===== src/rtl/spi_regport_pkg.sv =====
package spi_regport_pkg;
  localparam int BYTE_W = 8;
  localparam int ADDR_W = 7;
  typedef logic [BYTE_W-1:0] byte_t;
  typedef logic [ADDR_W-1:0] addr_t;
endpackage


===== src/rtl/spi_regport_sync.sv =====
module spi_regport_sync #(
  parameter int W = 1,
  parameter int STAGES = 2,
  parameter logic [W-1:0] RST_VAL = '0
) (
  input  logic         clk,
  input  logic         rst,
  input  logic [W-1:0] d_i,
  output logic [W-1:0] q_o
);
  logic [W-1:0] stg [STAGES];

  for (genvar g = 0; g < STAGES; g++) begin : g_stage
    if (g == 0) begin : g_first
      always_ff @(posedge clk) begin
        if (rst) stg[g] <= RST_VAL;
        else     stg[g] <= d_i;
      end
    end else begin : g_next
      always_ff @(posedge clk) begin
        if (rst) stg[g] <= RST_VAL;
        else     stg[g] <= stg[g-1];
      end
    end
  end

  assign q_o = stg[STAGES-1];
endmodule


===== src/rtl/spi_regport_framer.sv =====
module spi_regport_framer
  import spi_regport_pkg::*;
(
  input  logic  clk,
  input  logic  rst,
  input  logic  ncs_s,
  input  logic  sck_rise,
  input  logic  sck_fall,
  input  logic  mosi_s,
  input  logic  tx_load,
  input  byte_t tx_byte,
  output logic  byte_done,
  output byte_t rx_byte,
  output logic  miso
);
  localparam int CW = $clog2(BYTE_W);

  logic [CW-1:0] bit_cnt;
  byte_t         rx_sr;
  byte_t         tx_sr;
  logic          miso_q;

  assign byte_done = sck_rise && (bit_cnt == CW'(BYTE_W - 1));
  assign rx_byte   = {rx_sr[BYTE_W-2:0], mosi_s};
  assign miso      = miso_q;

  always_ff @(posedge clk) begin
    if (rst || ncs_s) begin
      bit_cnt <= '0;
      rx_sr   <= '0;
      tx_sr   <= '0;
      miso_q  <= 1'b0;
    end else begin
      if (sck_rise) begin
        rx_sr   <= rx_byte;
        bit_cnt <= bit_cnt + 1'b1;
      end
      if (sck_fall) begin
        miso_q <= tx_sr[BYTE_W-1];
        tx_sr  <= {tx_sr[BYTE_W-2:0], 1'b0};
      end
      if (tx_load) tx_sr <= tx_byte;
    end
  end

  AST_IDLE_CLEAR: assert property (@(posedge clk) disable iff (rst) ncs_s |=> (bit_cnt == '0));
  AST_LOAD_APART: assert property (@(posedge clk) disable iff (rst) tx_load |-> !sck_fall);
endmodule


===== src/rtl/spi_regport.sv =====
module spi_regport
  import spi_regport_pkg::*;
#(
  parameter int NCFG = 8,
  parameter int NSTAT = 3,
  parameter int MEAS_W = 24,
  parameter int NPULSE = 5,
  parameter int NLEVEL = 2,
  parameter int SYNC_STAGES = 2,
  parameter logic [6:0] INSTR_ADDR = 7'h30,
  parameter logic [6:0] MEAS_ADDR = 7'h0A,
  parameter logic [6:0] STAT_BASE = 7'h48
) (
  input  logic                  clk,
  input  logic                  rst,
  input  logic                  spi_ncs,
  input  logic                  spi_sck,
  input  logic                  spi_mosi,
  output logic                  spi_miso,
  output logic                  spi_miso_oe,
  output logic [NCFG*8-1:0]     cfg_o,
  output logic [NPULSE-1:0]     act_pulse,
  output logic [NLEVEL-1:0]     act_level,
  input  logic [MEAS_W-1:0]     meas_i,
  input  logic                  meas_err,
  input  logic                  meas_warn,
  input  logic [NSTAT*8-1:0]    status_i,
  output logic [NSTAT-1:0]      status_clr
);
  localparam int CFG_AW     = (NCFG > 1) ? $clog2(NCFG) : 1;
  localparam int MEAS_BYTES = (MEAS_W + 2 + BYTE_W - 1) / BYTE_W;
  localparam int MW         = MEAS_BYTES * BYTE_W;
  localparam int MEAS_PAD   = MW - MEAS_W - 2;
  localparam int MIW        = (MEAS_BYTES > 1) ? $clog2(MEAS_BYTES) : 1;
  localparam addr_t CFG_END  = addr_t'(NCFG);
  localparam addr_t STAT_END = STAT_BASE + addr_t'(NSTAT);

  logic ncs_s, sck_s, mosi_s, sck_q;
  logic sck_rise, sck_fall;
  logic byte_done, load_pend;
  byte_t rx_byte, tx_byte;

  logic     have_cmd, rd_mode, meas_busy;
  addr_t    addr;
  logic [MIW-1:0] meas_idx;
  logic [MW-1:0]  meas_snap, meas_word;
  byte_t    cfg_q [NCFG];
  logic     wr_fire, instr_we, in_stat;

  spi_regport_sync #(.W(3), .STAGES(SYNC_STAGES), .RST_VAL(3'b100)) u_sync (
    .clk(clk), .rst(rst),
    .d_i({spi_ncs, spi_sck, spi_mosi}),
    .q_o({ncs_s, sck_s, mosi_s})
  );

  always_ff @(posedge clk) begin
    if (rst) sck_q <= 1'b0;
    else     sck_q <= sck_s;
  end

  assign sck_rise = !ncs_s && sck_s && !sck_q;
  assign sck_fall = !ncs_s && !sck_s && sck_q;

  spi_regport_framer u_framer (
    .clk(clk), .rst(rst), .ncs_s(ncs_s),
    .sck_rise(sck_rise), .sck_fall(sck_fall), .mosi_s(mosi_s),
    .tx_load(load_pend), .tx_byte(tx_byte),
    .byte_done(byte_done), .rx_byte(rx_byte), .miso(spi_miso)
  );

  assign meas_word = MW'({meas_i, meas_err, meas_warn}) << MEAS_PAD;
  assign wr_fire   = byte_done && have_cmd && !rd_mode;
  assign instr_we  = wr_fire && (addr == INSTR_ADDR);
  assign in_stat   = (addr >= STAT_BASE) && (addr < STAT_END);

  // read byte selection for the next load
  always_comb begin
    tx_byte = '0;
    if (meas_busy)
      tx_byte = meas_snap[(MEAS_BYTES - 1 - int'(meas_idx)) * BYTE_W +: BYTE_W];
    else if (addr == MEAS_ADDR)
      tx_byte = meas_word[MW-1 -: BYTE_W];
    else if (addr < CFG_END)
      tx_byte = cfg_q[addr[CFG_AW-1:0]];
    else if (in_stat)
      tx_byte = status_i[int'(addr - STAT_BASE) * BYTE_W +: BYTE_W];
  end

  // transfer sequencing, cleared by chip select high
  always_ff @(posedge clk) begin
    if (rst || ncs_s) begin
      have_cmd  <= 1'b0;
      rd_mode   <= 1'b0;
      addr      <= '0;
      load_pend <= 1'b0;
      meas_busy <= 1'b0;
      meas_idx  <= '0;
    end else begin
      load_pend <= 1'b0;
      if (byte_done) begin
        if (!have_cmd) begin
          have_cmd  <= 1'b1;
          rd_mode   <= rx_byte[7];
          addr      <= rx_byte[6:0];
          load_pend <= rx_byte[7];
        end else begin
          load_pend <= rd_mode;
          if (!(rd_mode && meas_busy)) addr <= addr + 1'b1;
        end
      end
      if (load_pend) begin
        if (meas_busy) begin
          meas_idx <= meas_idx + 1'b1;
          if (meas_idx == MIW'(MEAS_BYTES - 1)) meas_busy <= 1'b0;
        end else if (addr == MEAS_ADDR) begin
          meas_busy <= 1'b1;
          meas_idx  <= MIW'(1);
        end
      end
    end
  end

  always_ff @(posedge clk) begin
    if (rst) meas_snap <= '0;
    else if (load_pend && !meas_busy && addr == MEAS_ADDR) meas_snap <= meas_word;
  end

  // register file and registered outputs
  always_ff @(posedge clk) begin
    if (rst) begin
      for (int i = 0; i < NCFG; i++) cfg_q[i] <= '0;
      act_pulse   <= '0;
      act_level   <= '0;
      status_clr  <= '0;
      spi_miso_oe <= 1'b0;
    end else begin
      spi_miso_oe <= !ncs_s;
      act_pulse   <= instr_we ? rx_byte[NPULSE-1:0] : '0;
      if (instr_we) act_level <= rx_byte[NPULSE +: NLEVEL];
      if (wr_fire && addr < CFG_END) cfg_q[addr[CFG_AW-1:0]] <= rx_byte;
      status_clr <= '0;
      if (byte_done && have_cmd && rd_mode && in_stat)
        status_clr <= NSTAT'(1) << (addr - STAT_BASE);
    end
  end

  for (genvar g = 0; g < NCFG; g++) begin : g_cfg_out
    assign cfg_o[g*BYTE_W +: BYTE_W] = cfg_q[g];
  end

  AST_PULSE_SINGLE: assert property (@(posedge clk) disable iff (rst) (act_pulse != '0) |=> (act_pulse == '0));
  AST_LEVEL_HOLD: assert property (@(posedge clk) disable iff (rst) !instr_we |=> $stable(act_level));
  AST_CLR_ONEHOT: assert property (@(posedge clk) disable iff (rst) $onehot0(status_clr));
  AST_CLR_SINGLE: assert property (@(posedge clk) disable iff (rst) (status_clr != '0) |=> (status_clr == '0));
  AST_CFG_IDLE: assert property (@(posedge clk) disable iff (rst) ncs_s |=> $stable(cfg_o));
endmodule


===== config.mk =====
export PLATFORM = sky130hd
export DESIGN_NAME = spi_regport
export DESIGN_NICKNAME = d
export VERILOG_FILES = /design/src/rtl/spi_regport_pkg.sv /design/src/rtl/spi_regport_sync.sv /design/src/rtl/spi_regport_framer.sv /design/src/rtl/spi_regport.sv
export SDC_FILE = /design/constraint.sdc
export NUM_CORES = 1
export LEC_CHECK = 0
export BUFFER_PORTS_ARGS = -buffer_cell sky130_fd_sc_hd__buf_2
export CORE_MARGIN = 2
export CORE_UTILIZATION = 49
export DETAILED_ROUTE_END_ITERATION = 6
export HOLD_SLACK_MARGIN = 0.15
export PLACE_DENSITY = 0.75
export SLEW_MARGIN = 20
export SYNTH_ARGS = -nofsm -noshare
export SYNTH_HDL_FRONTEND = slang
export SYNTH_SLANG_ARGS = --single-unit

===== constraint.sdc =====
create_clock -name clk -period 4.75 [get_ports clk]
set_input_delay 0.7125 -clock clk [delete_from_list [all_inputs] [get_ports clk]]
set_output_delay 0.7125 -clock clk [all_outputs]
set_load 0.03 [all_outputs]

== Word-level counts from Yosys, hierarchy flattened ==
Memories as Yosys holds them, arrays and structs flattened. A register that Yosys moved wholly into a read port is not among the register bits.
Index checks and enable logic that the tools add are counted.

* Mux-type cells: 27
* $lt $le $gt $ge: 3
* $add $sub $neg: 6
* Reduce and logical (&&, ||, !) cells: 29
* Shifts and indexed selects: 3
* Equality and inequality tests: 5
* Bitwise logic cells: 5

{| class="wikitable"
|+ Operators with widths
! kind !! number
|-
| $mux 8 || 7
|-
| $shiftx 32x6->8 || 1
|-
| $shiftx 24x11->8 || 1
|-
| $logic_and 1x1->1 || 15
|-
| $mux 3 || 5
|-
| $mux 7 || 2
|-
| $mux 1 || 11
|-
| $reduce_or 8->1 || 1
|-
| $sub 7x7->8 const B || 1
|-
| $add 7x1->7 const B || 1
|-
| $eq 7x4->1 const B || 1
|-
| $eq 7x6->1 const B || 1
|-
| $ge 7x7->1 const B || 1
|-
| $lt 7x4->1 const B || 1
|-
| $lt 7x7->1 const B || 1
|-
| $shl 1x7->3 const A || 1
|-
| $sub 7x7->7 const B || 1
|-
| $reduce_or 2->1 || 3
|-
| $logic_not 1->1 || 5
|-
| $mux 2 || 2
|-
| $reduce_and 2->1 || 2
|-
| $reduce_bool 2->1 || 2
|-
| $add 3x1->3 const B || 1
|-
| $eq 3x3->1 const B || 1
|-
| other kinds (7) || 10
|}

* Flip-flop bits (word level): 70
* Input port bits: 55
* Memories: 2
* Memory bits (writable): 70
* Word-level logic and storage cells: 96
* Output and inout bits: 76

{| class="wikitable"
|+ Memory list
! memory !! words !! bits a word !! read ports !! clocked after Yosys merged registers in !! wr ports !! line !! RTL
|-
| cfg_q || 8 || 8 || 9 || 1 || 8 || spi_regport.sv:47 || <nowiki>byte_t cfg_q [NCFG];</nowiki>
|-
| u_sync.stg || 2 || 3 || 2 || 0 || 2 || spi_regport_sync.sv:11 || <nowiki>logic [W-1:0] stg [STAGES];</nowiki>
|}

== Depth between registers and ports, before layout ==
Gate-level depths: netlist (run 1).
An unclocked memory read counts as a cell.

* Word-level depth: 13
* Depth in mapped cells: 9
* Depth with buffers taken out: 7

== Hierarchy ==
A second synthesis (run 1) with hierarchy kept.

* Cell total of the unflattened synthesis: 592
* Area total of the unflattened synthesis: 6591.3 sq um

{| class="wikitable"
|+ By module, submodules not included
! module !! instances !! cells each !! area each (sq um)
|-
| spi_regport || 1 || 504 || 5640.4
|-
| spi_regport_framer || 1 || 76 || 793.3
|-
| spi_regport_sync || 1 || 12 || 157.7
|}

== Least setup slack after synthesis (run 1) ==
No wires, ideal clock.

* Kind: input to register
* From: input port rst
* To: memory cfg_q[4][0] (netlist bit) (enable)
* Setup time: 329 ps
* Stages on the path: 6
* Slack: 1915 ps
* Arrival time: 2506 ps
* Path buffers: 1
* Path through: clkbuf_1 -> or2_2 -> or4_4 -> nand2b_4 -> nor3b_4 -> or2_1

{| class="wikitable"
|+ RTL lines
! what !! line !! RTL
|-
| from (decl) || spi_regport.sv:15 || <nowiki>input logic rst,</nowiki>
|-
| to (decl) || spi_regport.sv:47 ||
|}

==> impl_results.md, run 1 <==
* Status: complete, no violations
* IO buf count at 130
* Synth area leaders: edfxtp_1 (29%), dfxtp_1 (24%), mux2i_1 (7.4%), and2_1 (6.9%), nand2_1 (4.3%)
* Worst min path class: reg -> reg
* Dpl hpwl at 11900 um
* CP endpoint: cfg_q[4][0]$_SDFFCE_PN0P_
* Seq/Total Area, Yosys at 53.1%
* Remaining DRCs at 0
* Starting Density at 50.0%
* Largest net degree at the start of global routing at 46
* Crit Path Category: in -> reg
* Worst-margin pin slew at 0.935 ns
* Nets at 801
* Final wirelength at between 15000 and 20000 um
* Final number of setup-violating endpoints at 0
* Commonest non-fill, non-tap cells in the layout: buf_2 (130), dfxtp_1 (79), nand2_1 (76)
* Critical R2R Capture: cfg_q[4][0]$_SDFFCE_PN0P_
* Area of placed instances at ~0.0073 mm2
* Rows at 42
* Tot Pwr at ~2.7 mW
* Cts repair resizes at 0
* P&R area growth vs syn at 18.9%
* Final Cell Area at 0.00784 mm2
* Wire per inst at 18.2 um
* Cells after synthesis at 635
* Max cap viols at 0
* Max Clock Freq at 0.306 GHz
* CP startpoint kind: input pin
* Initial DRC count at 608
* Global-route wire length before repair at between 20000 and 30000 um
* Fillers at 1124
* Skew-Pair Late Insertion Delay at 0.41 ns
* Via count at roughly 5300
* PwrDens at between 300 and 400 mW/mm2
* CP required at 4.83 ns
* Post-synth ARST share at 0%
* Post-synth EDFFs at 64
* Number of I/O pins at 131
* Average via count per standard cell at 5.66
* Yosys top cell by area: edfxtp_1
* Post-CTS setup buffer count at 0
* Cell Area, Synth at ~0.0066 mm2
* Layout cells sized above 1 at between 20% and 30%
* Main synth FF type: dfxtp_1
* Reg2Reg Depth at 5
* Clk slew on worst S/H paths at 0.05 ns
* Library cells used by synthesis at 55
* Synth Net Count at 696
* Critical path arrival at 3.35 ns
* Post-synthesis area per instance at 10.4 um2
* Drt pass-1 iters at 5
* Yosys warning count at 0
* Num CTS Buffers at 17
* # diodes at 0
* Post-DRT Antenna Nets at 0
* Setup crit end kind: flip-flop
* CTS H-tree depth at 4
* Crit share post-route at 68.8%
* Critical R2R Launch: have_cmd$_SDFFE_PP0N_
* Final Skew at 0.00776 ns
* Cts-stage hold buffer count at 0
* CP cell instances: buf_2 -> or2_2 -> or4_4 -> nand2b_4 -> nor3b_4 -> or2_1
* Vias in the first global route at 5096
* Delay of the slowest critical-path stage at 0.69 ns
* Clock period minus worst slack at 3.27 ns
* Core footprint at 0.0132 mm2
* Setup_tns at 0 ns
* Final Max Tran Viols at 0
* Final worst slack at approximately 1.5 ns
* Dpl ws at 1.05 ns
* Crit Path Max Fanout at 45
* RePlAce Congestion at 0.860
* Seq cells post-synth at 143
* GRT Overall Usage at about a quarter
* DIE AREA at 0.0144 mm2
* Die width at 120 um
* Hold_sp: u_sync.stg[0][2]$_SDFF_PP1_
* CTS tree: done
* Commonest non-fill, non-tap cell in the layout: buf_2
* Hold Path Stages at 1
* Peak supply drop at 0.184 mV
* Total grt overflow at 0
* CTS root buf: clkbuf_16
* Synth top area share at 29.1%
* Leakage at roughly 2.9 nW
* CTS sink count at between 100 and 150
* Antenna violations before repair at 0
* R2R Setup Slk at 1.90 ns
* Final Hold Vio Count at 0
* CP startpoint: rst
* Slowest CP cell: or4_4
* Die Height at 120 um
* Unrepaired setup endpoints after global routing: false
* Relative slew slack at 37.7%
* Max clock buf depth at 2
flip-flops by register name, summed over array words and instances, names as in the netlist, named ones only:
register	flops
status_clr	3
u_framer.bit_cnt	3
addr	7
meas_idx	2
u_framer.miso	1
act_level	2
have_cmd	1
load_pend	1
meas_snap	26
u_framer.rx_sr	7
u_sync.stg	6
act_pulse	5
meas_busy	1
rd_mode	1
u_framer.tx_sr	8
spi_miso_oe	1
cfg_q	64
sck_q	1
through the flow:
stage	std cells	hold slack [ns]	utilization [%]
after floorplan	635	0.389	-
final	929	0.405	59.4
after detailed placement	897	0.395	55.3
after global placement	897	0.393	55.3
after CTS	929	0.407	59.4
after global routing	929	0.451	59.4
synth_stat cells, types with 7 or more instances:
library cell,number
nand2_1,76
dfxtp_1,79
nand3_1,17
edfxtp_1,64
mux2i_1,49
or2_2,9
a22oi_1,24
nor2_1,25
nor2b_1,13
a22o_1,7
o2bb2ai_1,7
a21oi_1,48
nor3_1,7
and2_1,73
o21ai_0,17
inv_1,8
clkbuf_1,34
final cells by class:
cell class	instances	area [um2]	share of cell area [%]
inverters	8	30.0	0.383
flip-flops and latches	143	3500	44.7
clock inverters	7	61.3	0.782
multi-input cells	438	2870	36.7
clock buffers	25	485	6.19
well taps	176	220	2.81
repair buffers	132	666	8.49
logic make-up (layout without fill, tap and decap cells):
| group | after synthesis | count (layout) | synth area share (%) |
|---|---|---|---|
| muxes | 53 | 53 | 8.80 |
| xor gates and xnor gates | 1 | 1 | 0.133 |
| buffers and inverters | 54 | 172 | 3.30 |
| and+or+nand+nor | 255 | 255 | 21.3 |
| AOI/OAI and AO/OA | 123 | 123 | 12.2 |
| DFF | 143 | 143 | 53.1 |
| adders and majority gates | 6 | 6 | 1.14 |
worst max-delay path: cells and delay by family:
kind,cells,cell delay (ns)
buffers and inverters,1,0.38
AND/OR/NAND/NOR,5,2.25
per-layer routing:
layer  wire [um]  vias up  GRT usage, %
li1            -     2474             -
met1        6820     2518          30.9
met2        8280      226          38.5
met3        1370       39          5.99
met4         450        0          10.7
met5           0        -             0
worst min path at each step:
| stage | to | slack (ns) |
|---|---|---|
| after floorplan | u_sync.stg[1][2]$_SDFF_PP1_ | 0.39 |
| after global placement | u_sync.stg[1][2]$_SDFF_PP1_ | 0.39 |
| after detailed placement | u_sync.stg[1][2]$_SDFF_PP1_ | 0.39 |
| after CTS | u_sync.stg[1][2]$_SDFF_PP1_ | 0.41 |
| after global routing | u_sync.stg[1][2]$_SDFF_PP1_ | 0.45 |
| final | u_sync.stg[1][2]$_SDFF_PP1_ | 0.40 |
power breakdown:
| part | internal [mW] | switching, mW | total, mW |
|---|---|---|---|
| logic | 0.0432 | 0.0897 | 0.133 |
| clock network | 0.756 | 0.464 | 1.22 |
| registers | 1.31 | 0.0165 | 1.32 |
| total | 2.11 | 0.570 | 2.68 |
No activity file was read; power rests on OpenSTA's default activity.
==> inputs of run 2 (changes only) <==
--- a/config.mk
+++ b/config.mk
@@ -5,12 +5,13 @@
 export SDC_FILE = /design/constraint.sdc
 export NUM_CORES = 1
 export LEC_CHECK = 0
+export ABC_AREA = 1
 export BUFFER_PORTS_ARGS = -buffer_cell sky130_fd_sc_hd__buf_2
 export CORE_MARGIN = 2
 export CORE_UTILIZATION = 49
 export DETAILED_ROUTE_END_ITERATION = 6
 export HOLD_SLACK_MARGIN = 0.15
-export PLACE_DENSITY = 0.75
+export PLACE_DENSITY = 0.78
 export SLEW_MARGIN = 20
 export SYNTH_ARGS = -nofsm -noshare
 export SYNTH_HDL_FRONTEND = slang
==> constraint.sdc (replaced) <==
create_clock -name clk -period 3 [get_ports clk]
set_input_delay 0.45 -clock clk [delete_from_list [all_inputs] [get_ports clk]]
set_output_delay 0.45 -clock clk [all_outputs]
set_load 0.03 [all_outputs]
==> run 2 against run 1 <==
Highest routed layer unchanged; flip-flop and latch count unchanged; critical path type is now reg -> reg; final area increased by 4.0%; critical path depth decreased by 3; via count increased by 16%; clock skew increased by 0.00091 ns; largest power group is now clock.
==> impl_results.md, run 2 <==
* Status: complete, no violations (unchanged)
* Core footprint at 0.0137 mm2 (was 0.0132 mm2)
* Clock power share at 48.9% (was 45.6%)
* GRT Overall Usage at 24.7% (was 24.0%)
* Worst min path class: in -> reg (was reg -> reg)
* Fin cells at 1154 (was 929)
* Xor and xnor area share after synthesis at 0.129% (was 0.133%)
* Clock period minus worst slack at 2.12 ns
* Total grt overflow at 0 (unchanged)
* CTS tree: done (unchanged)
* Dpl ws at 0.906 ns (was 1.05 ns)
* Cts repair resizes at 0 (unchanged)
* PwrDens at 568 mW/mm2 (was 341 mW/mm2)
* Post-CTS setup buffer count at 0 (unchanged)
* Leakage at 3.38 nW (was 2.87 nW)
* Comb power frac at 5.6% (was 5.0%)
* Commonest non-fill, non-tap cell in the layout: nand2_1 (was buf_2)
* Remaining DRCs at 0 (unchanged)
* Final Max Tran Viols at 0 (unchanged)
* Cts-stage hold buffer count at 0 (unchanged)
* Final number of setup-violating endpoints at 0 (unchanged)
* Final Skew at 0.00868 ns (was 0.00776 ns)
* Max Clock Freq at 0.471 GHz
* Synth Net Count at 908 (was 696)
* CP required at 3.09 ns (was 4.83 ns)
* Psw at 1.03 mW (was 0.570 mW)
* Average via count per standard cell at 5.30 (was 5.66)
* Count leader, synth: nand2_1 (was dfxtp_1)
* Largest register by flop count: cfg_q (unchanged)
* Num CTS Buffers at 17 (unchanged)
* Global-route wire length before repair at 28200 um (was 26500 um)
* Drt pass-1 iters at 6 (was 5)
* Skew-Pair Late Insertion Delay at 0.43 ns (was 0.41 ns)
* Sw Ratio at 22.3% (was 21.3%)
* Die Height at 122 um (was 120 um)
* DIE AREA at 0.0148 mm2 (was 0.0144 mm2)
* Rows at 43 (was 42)
* Antenna violations before repair at 0 (unchanged)
* Synth Area in Compound Gates at 11.3% (was 12.2%)
* Yosys warning count at 0 (unchanged)
* Placed cell count at 1122 (was 897)
* Largest family of logic cells by synthesized area: simple AND/OR/NAND/NOR gates (unchanged)
* Clk slew on worst S/H paths at 0.06 ns (was 0.05 ns)
* Synth top area share at 28.2% (was 29.1%)
* Largest registers: cfg_q x64, meas_snap x26, u_framer.tx_sr x8 (unchanged)
* Via count at 6113 (was 5257)
* Crit share post-route at 70.8%
* Worst-margin pin slew at 0.905 ns (was 0.935 ns)
* Post-synthesis mux area share at 0% (was 8.80%)
* Library cells used by synthesis at 37 (was 55)
* Crit Path Max Fanout at 11 (was 45)
* Peak supply drop at 0.305 mV (was 0.184 mV)
* Post-synth EDFFs at 64 (unchanged)
* CTS H-tree depth at 4 (unchanged)
* Sequential share of power at 45.5% (was 49.5%)
* Post-Synth Simple-Gate Area at 26.6% (was 21.3%)
* Dpl hpwl at 12500 um (was 11900 um)
* Layout cells sized above 1 at 21.1% (was 24.6%)
* Internal at 3.60 mW (was 2.11 mW)
* Synth area leaders: edfxtp_1 (28%), dfxtp_1 (23%), nand2_1 (10%), nor2_1 (6.1%), inv_1 (5.4%) (was edfxtp_1 (29%), dfxtp_1 (24%), mux2i_1 (7.4%), and2_1 (6.9%), nand2_1 (4.3%))
* Final Hold Vio Count at 0 (unchanged)
* Main synth FF type: dfxtp_1 (unchanged)
* Largest net degree at the start of global routing at 54 (was 46)
* Critical path arrival at 2.22 ns (was 3.35 ns)
* Max cap viols at 0 (unchanged)
* CTS sink count at 143 (unchanged)
* Seq cells post-synth at 143 (unchanged)
* Setup_tns at 0 ns (unchanged)
* Synth Area in Adders at 1.10% (was 1.14%)
* Final worst slack at 0.876 ns (was 1.48 ns)
* Starting Density at 49.6% (was 50.0%)
* Die width at 122 um (was 120 um)
* Yosys top cell by area: edfxtp_1 (unchanged)
* Setup crit end kind: flip-flop (unchanged)
* Post-synthesis area per instance at 8.03 um2 (was 10.4 um2)
* Final wirelength at 18000 um (was 16900 um)
* RePlAce Congestion at 0.937 (was 0.860)
* Nets at 1022 (was 801)
* Max clock buf depth at 2 (unchanged)
* Initial DRC count at 785 (was 608)
* Synth top cells by count: nand2_1 (185), nor2_1 (110), inv_1 (98) (was dfxtp_1 (79), nand2_1 (76), and2_1 (73))
* Seq/Total Area, Yosys at 51.5% (was 53.1%)
* Cell Area, Synth at 0.00680 mm2 (was 0.00660 mm2)
* # diodes at 0 (unchanged)
* Crit Path Category: reg -> reg (was in -> reg)
* CTS root buf: clkbuf_16 (unchanged)
* Vias in the first global route at 5562 (was 5096)
* IO buf count at 130 (unchanged)
* Max FFs per register at 64 (unchanged)
* Post-synth ARST share at 0% (unchanged)
* Core Util, Final at 59.4% (about the same)
* Relative slew slack at 39.4% (was 37.7%)
* Cells after synthesis at 847 (was 635)
* Post-DRT Antenna Nets at 0 (unchanged)
* Commonest non-fill, non-tap cells in the layout: nand2_1 (185), buf_2 (130), nor2_1 (110) (was buf_2 (130), dfxtp_1 (79), nand2_1 (76))
* Wire per inst at 15.6 um (was 18.2 um)
* P&R area growth vs syn at 19.8% (was 18.9%)
* CP startpoint kind: flip-flop (was input pin)
* Unrepaired setup endpoints after global routing: false (unchanged)
* Number of I/O pins at 131 (unchanged)
-- run 2: kinds of logic after synthesis --
logic type | count (synthesis)
fa+ha+maj | 6
xor+xnor | 1
simple gates | 400
flops | 143
compound gates | 146
buf+inv | 151
-- run 2: critical path, stage by stage, from the launching register on --
cell and delay, ns:
dfxtp_1 0.45, nor2_1 0.75, nand2_2 0.26, nand2_1 0.33
-- run 2: power by group through the flow --
stage          combinational [mW]  clock (mW)  sequential (mW)
2_1_floorplan              0.0724           0             2.23
3_3_place_gp                0.255           0             2.15
3_5_place_dp                0.258           0             2.15
4_1_cts                     0.259        2.27             2.11
5_1_grt                     0.279        2.36             2.11
6_report                    0.259        2.26             2.11
-- run 2: final timing paths --
path	from	endpoint	slack, ns	cells past startpoint
worst min register to register	u_sync.stg[0][1]$_SDFF_PP0_	u_sync.stg[1][1]$_SDFF_PP0_	0.41	2
worst max register to register	addr[2]$_SDFFE_PP0P_	cfg_q[1][6]$_SDFFCE_PN0P_	0.88	3
worst min-delay path	spi_ncs	u_sync.stg[0][2]$_SDFF_PP1_	0.20	2
worst max-delay path	addr[2]$_SDFFE_PP0P_	cfg_q[1][6]$_SDFFCE_PN0P_	0.88	3
-- run 2: metrics by stage --
step                hold slack, ns  instance area (um2)  power (mW)
floorplan                    0.388                 6800        2.30
global route                 0.193                 8150        4.75
CTS                          0.195                 8150        4.63
detailed placement           0.395                 7510        2.41
finish                       0.201                 8150        4.63
global placement             0.391                 7510        2.40
-- run 2: per-layer routing --
metal | track usage, % | share of wire [%]
met3 | 5.20 | 8.4
met5 | 0 | 0
met1 | 32.6 | 42
met2 | 40.1 | 48
met4 | 9.41 | 2.3
-- run 2: final cells by class --
cell class / count / area (um2)
fillers: 1190 / 5570
well taps: 180 / 225
inverters: 109 / 409
clock buffers: 22 / 497
repair buffers: 137 / 703
flip-flops and latches: 143 / 3500
clock inverters: 10 / 148
multi-input cells: 553 / 2670
